**config.mk**
```make
export PLATFORM = sky130hd
export DESIGN_NAME = prio_int_ctrl
export DESIGN_NICKNAME = d
export VERILOG_FILES = /design/src/rtl/pic_pkg.sv /design/src/rtl/pic_datapath.sv /design/src/rtl/pic_control.sv /design/src/rtl/prio_int_ctrl.sv
export SDC_FILE = /design/constraint.sdc
export NUM_CORES = 1
export LEC_CHECK = 0
export BUFFER_PORTS_ARGS = -buffer_cell sky130_fd_sc_hd__buf_2
export CELL_PAD_IN_SITES_DETAIL_PLACEMENT = 1
export CELL_PAD_IN_SITES_GLOBAL_PLACEMENT = 1
export CORE_ASPECT_RATIO = 0.7
export CORE_MARGIN = 2
export CORE_UTILIZATION = 37
export CTS_CLUSTER_SIZE = 16
export DETAILED_ROUTE_END_ITERATION = 6
export PLACE_DENSITY_LB_ADDON = 0.12
export SLEW_MARGIN = 30
export SYNTH_ARGS = -nofsm -noshare
export SYNTH_HDL_FRONTEND = slang
export SYNTH_SLANG_ARGS = --single-unit
```
**constraint.sdc**
```tcl
create_clock -name clk -period 16.8 [get_ports clk]
set_clock_uncertainty 0.1 [all_clocks]
set_input_delay 3.36 -clock clk [delete_from_list [all_inputs] [get_ports clk]]
set_output_delay 3.36 -clock clk [all_outputs]
set_load 0.01 [all_outputs]
```
**src/rtl/pic_pkg.sv**
```systemverilog
package pic_pkg;
  localparam int NUM_LVL = 8;
  localparam int LVL_W = $clog2(NUM_LVL);
  localparam int DATA_W = 8;
  localparam int BASE_W = DATA_W - LVL_W;

  typedef enum logic [1:0] {ST_READY, ST_WBASE, ST_WMODE} initSt_t;

  // strobes from control to datapath, one cycle each
  typedef struct packed {
    logic restart;
    logic loadImr;
    logic eoiHigh;
    logic eoiLvl;
    logic rotEoi;
    logic setLow;
    logic ack;
    logic [LVL_W-1:0] lvl;
    logic [DATA_W-1:0] data;
  } picCmd_t;

  typedef struct packed {
    logic levelMode;
    logic autoEoi;
    logic rotAeoi;
    logic specMask;
  } picCfg_t;
endpackage

```
**src/rtl/pic_datapath.sv**
```systemverilog
module pic_datapath
  import pic_pkg::*;
(
  input  logic               clk,
  input  logic               rstN,
  input  picCmd_t            cmd,
  input  picCfg_t            cfg,
  input  logic [NUM_LVL-1:0] irqIn,
  output logic [NUM_LVL-1:0] irrQ,
  output logic [NUM_LVL-1:0] isrQ,
  output logic [NUM_LVL-1:0] imrQ,
  output logic               intReq,
  output logic [LVL_W-1:0]   ackLvl
);
  localparam logic [LVL_W-1:0] LOW_RESET = LVL_W'(NUM_LVL - 1);

  logic [NUM_LVL-1:0] irqPrev;
  logic [LVL_W-1:0]   prioLow;

  // highest-ranked set bit, scanning from the level after prioLow
  function automatic logic [LVL_W-1:0] topLvl(input logic [NUM_LVL-1:0] bits,
                                              input logic [LVL_W-1:0] low);
    logic [LVL_W-1:0] idx;
    topLvl = '0;
    for (int i = NUM_LVL - 1; i >= 0; i--) begin
      idx = low + LVL_W'(i + 1);
      if (bits[idx]) topLvl = idx;
    end
  endfunction

  function automatic logic [LVL_W-1:0] rankOf(input logic [LVL_W-1:0] lvl,
                                              input logic [LVL_W-1:0] low);
    rankOf = lvl - low - 1'b1;
  endfunction

  logic [NUM_LVL-1:0] cand, blk, ackMask, riseBits;
  logic [LVL_W-1:0]   blkLvl, eoiSel;
  logic               doAck, eoiHit;

  always_comb begin
    cand     = irrQ & ~imrQ;
    blk      = cfg.specMask ? (isrQ & ~imrQ) : isrQ;
    ackLvl   = topLvl(cand, prioLow);
    blkLvl   = topLvl(blk, prioLow);
    intReq   = (|cand) && (!(|blk) || (rankOf(ackLvl, prioLow) < rankOf(blkLvl, prioLow)));
    doAck    = cmd.ack && intReq;
    ackMask  = doAck ? (NUM_LVL'(1) << ackLvl) : '0;
    eoiSel   = cmd.eoiHigh ? topLvl(isrQ, prioLow) : cmd.lvl;
    eoiHit   = cmd.eoiLvl || (cmd.eoiHigh && (|isrQ));
    riseBits = irqIn & ~irqPrev;
  end

  always_ff @(posedge clk or negedge rstN) begin
    if (!rstN) begin
      irrQ    <= '0;
      isrQ    <= '0;
      imrQ    <= '0;
      irqPrev <= '0;
      prioLow <= LOW_RESET;
    end else begin
      irqPrev <= irqIn;
      if (cmd.restart) begin
        irrQ    <= '0;
        isrQ    <= '0;
        imrQ    <= '0;
        prioLow <= LOW_RESET;
      end else begin
        if (cmd.loadImr) imrQ <= cmd.data;
        if (cfg.levelMode) irrQ <= irqIn;
        else               irrQ <= (irrQ & ~ackMask) | riseBits;
        begin
          logic [NUM_LVL-1:0] isrNext;
          isrNext = isrQ;
          if (eoiHit) isrNext[eoiSel] = 1'b0;
          if (!cfg.autoEoi) isrNext = isrNext | ackMask;
          isrQ <= isrNext;
        end
        if (cmd.setLow)                            prioLow <= cmd.lvl;
        else if (cmd.rotEoi && eoiHit)             prioLow <= eoiSel;
        else if (doAck && cfg.autoEoi && cfg.rotAeoi) prioLow <= ackLvl;
      end
    end
  end
endmodule

```
**src/rtl/pic_control.sv**
```systemverilog
module pic_control
  import pic_pkg::*;
(
  input  logic               clk,
  input  logic               rstN,
  input  logic               addr,
  input  logic               wrEn,
  input  logic               rdEn,
  input  logic [DATA_W-1:0]  wrData,
  input  logic               intAck,
  input  logic [NUM_LVL-1:0] irrQ,
  input  logic [NUM_LVL-1:0] isrQ,
  input  logic [NUM_LVL-1:0] imrQ,
  input  logic               intReq,
  input  logic [LVL_W-1:0]   ackLvl,
  output picCmd_t            cmd,
  output picCfg_t            cfg,
  output logic [BASE_W-1:0]  vecBase,
  output logic               initDone,
  output logic [DATA_W-1:0]  rdData
);
  initSt_t st;
  logic needMode, readIsr, pollPend;
  logic icw1, oddWr, ocw2, ocw3, pollRd;
  logic [2:0] code;

  always_comb begin
    initDone = (st == ST_READY);
    code     = wrData[7:5];
    icw1     = wrEn && !addr && wrData[4];
    oddWr    = wrEn && addr;
    ocw2     = wrEn && !addr && initDone && (wrData[4:3] == 2'b00);
    ocw3     = wrEn && !addr && initDone && (wrData[4:3] == 2'b01);
    pollRd   = rdEn && !addr && pollPend;

    cmd         = '0;
    cmd.restart = icw1;
    cmd.loadImr = oddWr && initDone;
    cmd.eoiHigh = ocw2 && (code == 3'b001 || code == 3'b101);
    cmd.eoiLvl  = ocw2 && (code == 3'b011 || code == 3'b111);
    cmd.rotEoi  = ocw2 && code[2] && code[0];
    cmd.setLow  = ocw2 && (code == 3'b110);
    cmd.ack     = intAck || pollRd;
    cmd.lvl     = wrData[LVL_W-1:0];
    cmd.data    = wrData;

    rdData = '0;
    if (rdEn) begin
      if (addr)          rdData = imrQ;
      else if (pollPend) rdData = intReq ? {1'b1, {(DATA_W-LVL_W-1){1'b0}}, ackLvl} : '0;
      else if (readIsr)  rdData = isrQ;
      else               rdData = irrQ;
    end
  end

  always_ff @(posedge clk or negedge rstN) begin
    if (!rstN) begin
      st       <= ST_READY;
      needMode <= 1'b0;
      readIsr  <= 1'b0;
      pollPend <= 1'b0;
      vecBase  <= '0;
      cfg      <= '0;
    end else if (icw1) begin
      st           <= ST_WBASE;
      needMode     <= wrData[0];
      cfg          <= '0;
      cfg.levelMode <= wrData[3];
      readIsr      <= 1'b0;
      pollPend     <= 1'b0;
    end else begin
      if (oddWr && st == ST_WBASE) begin
        vecBase <= wrData[DATA_W-1:LVL_W];
        st      <= needMode ? ST_WMODE : ST_READY;
      end
      if (oddWr && st == ST_WMODE) begin
        cfg.autoEoi <= wrData[1];
        st          <= ST_READY;
      end
      if (ocw2 && code == 3'b100) cfg.rotAeoi <= 1'b1;
      if (ocw2 && code == 3'b000) cfg.rotAeoi <= 1'b0;
      if (pollRd) pollPend <= 1'b0;
      if (ocw3) begin
        if (wrData[1]) readIsr <= wrData[0];
        if (wrData[6]) cfg.specMask <= wrData[5];
        pollPend <= wrData[2];
      end
    end
  end
endmodule

```
**src/rtl/prio_int_ctrl.sv**
```systemverilog
module prio_int_ctrl
  import pic_pkg::*;
(
  input  logic               clk,
  input  logic               rstN,
  input  logic               addr,
  input  logic               wrEn,
  input  logic               rdEn,
  input  logic [DATA_W-1:0]  wrData,
  output logic [DATA_W-1:0]  rdData,
  input  logic [NUM_LVL-1:0] irqIn,
  output logic               intOut,
  input  logic               intAck,
  output logic [DATA_W-1:0]  ackVector
);
  picCmd_t            cmd;
  picCfg_t            cfg;
  logic [NUM_LVL-1:0] irrQ, isrQ, imrQ;
  logic [LVL_W-1:0]   ackLvl;
  logic [BASE_W-1:0]  vecBase;
  logic               initDone;

  pic_control u_ctrl (
    .clk(clk), .rstN(rstN), .addr(addr), .wrEn(wrEn), .rdEn(rdEn),
    .wrData(wrData), .intAck(intAck), .irrQ(irrQ), .isrQ(isrQ), .imrQ(imrQ),
    .intReq(intOut), .ackLvl(ackLvl), .cmd(cmd), .cfg(cfg),
    .vecBase(vecBase), .initDone(initDone), .rdData(rdData)
  );

  pic_datapath u_dp (
    .clk(clk), .rstN(rstN), .cmd(cmd), .cfg(cfg), .irqIn(irqIn),
    .irrQ(irrQ), .isrQ(isrQ), .imrQ(imrQ), .intReq(intOut), .ackLvl(ackLvl)
  );

  // no qualifying level: vector carries the lowest code
  assign ackVector = {vecBase, intOut ? ackLvl : LVL_W'(NUM_LVL - 1)};
endmodule

```
## After elaboration in Yosys (flattened, before gate mapping)

Index checks and enable logic that the tools add are counted.

| storage, ports and cells | value |
|---|---|
| bits of input ports | 22 |
| output and inout port bits | 17 |
| bits in registers | 49 |
| logic and storage cells | 219 |

| operators by class | value |
|---|---|
| mux-type cells | 111 |
| shift operators | 1 |
| eq/ne operators | 9 |
| reduce and logical (&&, ||, !) cells | 50 |
| $add $sub $neg | 11 |
| order comparisons | 11 |
| bitwise gates (word level) | 12 |

Operator list:

| kind | number |
|---|---|
| two-way mux 8 bit | 15 |
| two-way mux 3 bit | 31 |
| binary-select mux 1 bit (select 3 bit) | 24 |
| AND 8 bit | 5 |
| < comparator 3 x 4 -> 1 bit (second input constant) | 9 |
| two-way mux 1 bit | 36 |
| inverter 8 bit | 4 |
| logical AND 1 bit | 25 |
| OR reduction 8 bit | 3 |
| bitwise OR 8 bit | 2 |
| adder 3 bit (second input constant) | 4 |
| == test 3 bit (second input constant) | 4 |
| nonzero test 2 bit | 5 |
| nonzero test 3 bit | 3 |
| two-way mux 2 bit | 4 |
| << shifter 1 x 3 -> 8 bit (first input constant) | 1 |
| adder 3 x 2 -> 3 bit (second input constant) | 2 |
| AND reduction 2 bit | 3 |
| subtractor 3 x 1 -> 3 bit (second input constant) | 2 |
| subtractor 3 bit | 2 |
| logical OR 1 bit | 5 |
| == test 2 x 1 -> 1 bit (second input constant) | 2 |
| logical NOT 2 bit | 2 |
| nonzero test 4 bit | 1 |
| other kinds (10) | 11 |

## Depth between registers and ports, before layout

| logic depth | value |
|---|---|
| depth after elaboration | 25 |
| gate-level depth with buffers | 26 |
| mapped depth without buffers | 20 |

## By module

Synthesis repeated with hierarchy kept, for this count alone.

| unflattened totals | value |
|---|---|
| cells, all modules | 620 |
| area, all modules | 5632.9 um^2 |

By module, submodules not included:

| module | cells an instance | seq. area each (um^2) | area an instance (um^2) | times used |
|---|---|---|---|---|
| pic_datapath | 498 | 879.6 | 4568.1 | 1 |
| pic_control | 119 | 350.3 | 1046.0 | 1 |
| prio_int_ctrl | 3 | 0.0 | 18.8 | 1 |

## Worst setup path after synthesis

Ideal clock, no wire load.

| path | value |
|---|---|
| path kind | reg2out |
| start | register u_dp.prioLow[1] |
| end | output rdData[0] |
| arrival | 5.650 ns |
| cell stages (with the launch flop) | 25 |
| buffers on the path | 5 |
| required time | 13.340 ns |
| path slack | 7.690 ns |
| cells stage by stage | dfstp_2 > buf_4 > clkinv_1 > clkbuf_1 > ha_1 > buf_2 > buf_2 > inv_1 > clkbuf_1 > mux4_2 > nand2_1 > a21boi_0 > a21oi_1 > o21ai_0 > o31ai_1 > ha_1 > fa_1 > inv_1 > ha_1 > a21o_1 > a21o_1 > a22oi_1 > nand2_1 > o22a_1 > a21oi_1 |

| between the ends | value |
|---|---|
| cells in the longest elaborated chain, start to end | 19 |
| elaborated cells between the ends (all ways) | 66 |
| those cells by class | 11 x add/sub; 1 x order compare; 52 x mux; 2 x reduce/logical |

Ends and longest elaborated chain:

| item | line | text |
|---|---|---|
| from (decl) | pic_datapath.sv:18 | `logic [LVL_W-1:0] prioLow;` |
| from (signal assigned) | pic_datapath.sv:78 | `if (cmd.setLow) prioLow <= cmd.lvl;` |
| from (signal assigned) | pic_datapath.sv:79 | `else if (cmd.rotEoi && eoiHit) prioLow <= eoiSel;` |
| from (signal assigned) | pic_datapath.sv:80 | `else if (doAck && cfg.autoEoi && cfg.rotAeoi) prioLow <= ackLvl;` |
| adder 3 bit or binary-select mux 1 bit (select 3 bit) (tied branches) | pic_datapath.sv:26, pic_datapath.sv:27 |  |
| binary-select mux 1 bit (select 3 bit) or two-way mux 1 bit (tied branches) | pic_datapath.sv:27 | `if (bits[idx]) topLvl = idx;` |
| two-way mux 1 bit (not written as such) or two-way mux 3 bit (tied branches) | pic_datapath.sv:27 |  |
| two-way mux 3 bit (7 in a row) | pic_datapath.sv:27 |  |
| subtractor 3 bit | pic_datapath.sv:33 | `rankOf = lvl - low - 1'b1;` |
| subtractor 3 x 1 -> 3 bit | pic_datapath.sv:33 |  |
| < comparator 3 bit (*) | pic_datapath.sv:45 | `intReq = (\|cand) && (!(\|blk) \|\| (rankOf(ackLvl, prioLow) < rankOf(blkLvl, prioLow)));` |
| logical OR 1 bit (*) | pic_datapath.sv:45 |  |
| logical AND 1 bit (*) | pic_datapath.sv:45 |  |
| named net intOut | prio_int_ctrl.sv:12 | `output logic intOut,` |
| two-way mux 8 bit (*) (2 in a row) | pic_control.sv:50 | `else if (pollPend) rdData = intReq ? {1'b1, {(DATA_W-LVL_W-1){1'b0}}, ackLvl} : '0;` |
| two-way mux 8 bit (*) | pic_control.sv:49 | `if (addr) rdData = imrQ;` |
| two-way mux 8 bit (*) | pic_control.sv:48 | `if (rdEn) begin` |
| to (decl) | prio_int_ctrl.sv:10 | `output logic [DATA_W-1:0] rdData,` |

The timed path passes the listed nets; every way through them passes the cells marked *. The select of a mux whose other input is x is not followed.

## Worst setup path after layout

| path | value |
|---|---|
| start | register u_dp.prioLow[1] |
| end | output rdData[0] |

| between the ends | value |
|---|---|
| cells in the longest elaborated chain, start to end | 19 |
| elaborated cells between the ends (all ways) | 66 |
| those cells by class | 11 x add/sub; 1 x order compare; 52 x mux; 2 x reduce/logical |

Ends and longest elaborated chain:

| item | line |
|---|---|
| adder 3 bit or binary-select mux 1 bit (select 3 bit) (tied branches) | pic_datapath.sv:26, pic_datapath.sv:27 |
| binary-select mux 1 bit (select 3 bit) or two-way mux 1 bit (tied branches) | pic_datapath.sv:27 |
| two-way mux 1 bit (not written as such) or two-way mux 3 bit (tied branches) | pic_datapath.sv:27 |
| two-way mux 3 bit (7 in a row) | pic_datapath.sv:27 |
| subtractor 3 bit | pic_datapath.sv:33 |
| subtractor 3 x 1 -> 3 bit | pic_datapath.sv:33 |
| < comparator 3 bit | pic_datapath.sv:45 |
| logical OR 1 bit | pic_datapath.sv:45 |
| logical AND 1 bit | pic_datapath.sv:45 |
| two-way mux 8 bit (*) (2 in a row) | pic_control.sv:50 |
| two-way mux 8 bit (*) | pic_control.sv:49 |
| two-way mux 8 bit (*) | pic_control.sv:48 |

Mark *: on every way between the ends. The rest lies on a longest branch, timed or not. The select of a mux whose other input is x is not followed.

==> impl_metrics.py <==
metrics = {
    "logic_synthesis": {
        "synth_enable_flop_cells": 0,
        "yosys_warnings": 0,
        "synthDistinctLibCells": 86,
        "synth.yosys.seq_area_share": 0.2248,
        "async_flop_share": 1.000,
        "synth.net_count": 653,
        "netlist_area_um2": 5470,
        "synth_cells": 623,
        "ys_ff_latch": 49,
        "avgSynthCellArea_um2": 8.780,
        "synth_ff_type": "dfrtp_1",
    },
    "setup_path": {
        "r2r-start": "u_dp.prioLow[1]",
        "worstSetupStartpointType": "flip-flop",
        "rr_endpoint": "u_dp.irrQ[2]",
        "rrSetupSlack_ps": 9260,
        "cp_data_required_time_ps": 13340,
        "crit_fanout": 18,
        "worstPathArrival_ps": 6890,
        "reg2regPathDepth": 20,
        "worstSetupPathType": "reg -> out",
        "end_kind": "output port",
    },
    "global_routing": {
        "met1_usage": 0.4158,
        "grt.busiest_layer": "met1",
        "gr-usage-all-layers": 0.2690,
        "grt_overflow": 0,
        "antenna_found_initial": 0,
        "gr-usage-met2": 0.3930,
        "grt.met3_usage": 0.06190,
        "grt_max_degree": 50,
        "grt_pass1_wl_um": 32510,
        "grt_pass1_vias": 5426,
    },
    "route": {
        "detail_route.vias_per_cell": 6.457,
        "drt-initial-drc-count": 614,
        "dr.pass1.iters": 5,
        "ant_nets": 0,
        "route.detailed.drc": 0,
        "wl_um": 20580,
        "post_drt_wl_per_cell_um": 24.85,
        "vias": 5346,
    },
    "timing": {
        "setup_ws_ps": 6455,
        "max_freq_mhz": 96.66,
        "relSlewSlack": 0.3161,
        "period_minus_slack_ps": 10350,
        "finalSetupTns_ps": 0,
        "setup_violations": 0,
        "fin_crit_sh": 0.6158,
        "rsz0062_at_grt": "no",
        "worst_pin_slew_ps": 1017,
        "finalHoldViolCount": 0,
        "slew_violations": 0,
        "hold_ws_ps": 389.4,
    },
    "floorplanning": {
        "fp.dieW_um": 149.3,
        "rows": 37,
        "num_io_pins": 39,
        "die_h_um": 105.7,
        "initial_core_util": 0.3751,
        "core_area_um2": 14580,
        "die_area_um2": 15790,
    },
    "clock_tree": {
        "clkSinkCount": 49,
        "h-tree-depth": 2,
        "cts.clk_slew.worst_paths_ps": 70,
        "post_cts_buffers": 0,
        "clk_root_buffer_cell": "clkbuf_16",
        "ctsHoldBuffers": 0,
        "cts-buffers-inserted": 5,
        "cts_buffer_depth": 2,
        "clk_latency_ps": 300,
        "cts_tree": "yes",
        "cts.repair.resized": 0,
    },
    "worst_hold_path": {
        "hp-start": "u_ctrl.needMode",
        "min_path_cells": 2,
        "holdCritPathClass": "reg -> reg",
        "whs_endpoint": "u_ctrl.needMode",
    },
    "final_layout": {
        "n_antenna_cell": 0,
        "drive_above_1_share": 0.1927,
        "area_delta_synth_final_pct": 7.548,
        "nNetsFinal": 662,
        "layout_commonest_cell": "nand2_1",
        "final_cell_mix": "74 x nand2_1, 48 x nor2_1, 46 x dfrtp_1",
        "fin_area_um2": 5883,
    },
    "place": {
        "place_congestion": 0.8763,
        "post_dp_cell_area_um2": 5744,
        "post-place-ws_ps": 6797,
        "portBuffers": 38,
        "hpwl_um": 15130,
    },
    "status": {
        "status": "complete, no violations",
    },
    "flow_run": {
        "drv_cap": 0,
    },
}
## flip-flops by register name (all words and copies together), names as in the netlist
name	cells
u_dp.imrQ	8
u_dp.irrQ	8
u_ctrl.cfg	4
u_dp.prioLow	3
u_ctrl.needMode	1
u_ctrl.vecBase	5
u_ctrl.readIsr	1
u_dp.isrQ	8
u_ctrl.pollPend	1
u_ctrl.st	2
u_dp.irqPrev	8
## worst max-delay path: stages (launching register included)
cell and delay (ps):
dfstp_2 530, clkinv_1 530, ha_1 730, xnor2_1 650, mux4_2 420, mux2i_1 220
o31ai_1 90, a211oi_1 250, a311o_1 490, inv_1 90, ha_1 210, fa_1 380
xnor2_1 150, xnor2_1 150, ha_1 290, a21o_1 160, a22oi_1 500, nand2_1 230
o22a_1 240, a21oi_1 140, buf_2 140
## cell usage after synthesis, types with 5 or more instances
| cell | n | share of area |
|---|---|---|
| a211oi_1 | 7 | 0.0096 |
| a21boi_0 | 12 | 0.016 |
| a21oi_1 | 40 | 0.037 |
| a22oi_1 | 9 | 0.012 |
| a31oi_1 | 9 | 0.010 |
| a32o_1 | 7 | 0.013 |
| and2_1 | 7 | 0.0080 |
| buf_2 | 12 | 0.011 |
| clkbuf_1 | 21 | 0.014 |
| dfrtp_1 | 46 | 0.21 |
| ha_1 | 6 | 0.014 |
| inv_1 | 20 | 0.014 |
| mux2_2 | 14 | 0.029 |
| mux2i_1 | 33 | 0.060 |
| mux4_2 | 35 | 0.14 |
| nand2_1 | 74 | 0.051 |
| nand2b_1 | 14 | 0.016 |
| nand3_1 | 16 | 0.015 |
| nor2_1 | 49 | 0.034 |
| nor2b_1 | 13 | 0.015 |
| nor3_1 | 12 | 0.011 |
| nor3b_1 | 6 | 0.0082 |
| nor4_1 | 6 | 0.0069 |
| o211ai_1 | 6 | 0.0082 |
| o21ai_0 | 28 | 0.026 |
| o221ai_1 | 5 | 0.0080 |
| o31ai_1 | 6 | 0.0082 |
| xnor2_1 | 6 | 0.0096 |
## area by class of cell
cell class	count	area, um^2
clock buffer	6	128.9
clock inverter	2	10.01
fill	1734	8700
inverter	22	82.58
multi-input combinational	508	3938
sequential	49	1230
tap	195	244.0
timing repair buffer	46	250.2
## metrics by stage
| step | std cells | utilization |
|---|---|---|
| after floorplan | 623 | - |
| after global placement | 820 | 0.3939 |
| after detailed placement | 820 | 0.3939 |
| after CTS | 828 | 0.4034 |
| after global routing | 828 | 0.4034 |
| final | 828 | 0.4034 |
## per-layer routing
layer  wire, um  vias to the layer above  share of wire
met2       8665                      163           0.42
met5          0                        -              0
met1      10390                     2782           0.50
met3       1457                        8          0.071
met4         70                        0         0.0034
li1           -                     2393              -
## how the worst max path moves through the flow
stage / startpoint / end / slack, ps / depth (start not counted)
5_1_grt: u_dp.prioLow[1] / rdData[2] / 5860 / 20
6_report: u_dp.prioLow[1] / rdData[0] / 6450 / 20
2_1_floorplan: u_dp.prioLow[1] / rdData[0] / 7690 / 24
4_1_cts: u_dp.prioLow[1] / rdData[0] / 6460 / 20
3_5_place_dp: u_dp.prioLow[1] / rdData[0] / 6800 / 20
3_3_place_gp: u_dp.prioLow[1] / rdData[0] / 7000 / 20
## cell families after synthesis
logic type,after synthesis,share of synthesized area
xor gates and xnor gates,10,0.02013
and+or+nand+nor,226,0.2056
buffers and inverters,66,0.05581
adders and majority gates,8,0.02104
DFF,49,0.2248
muxes,83,0.2374
AOI/OAI and AO/OA,181,0.2351
Power is left out: the tool's default activity adds up to more than one toggle a clock period on the data nets, which glitch-free logic cannot reach.
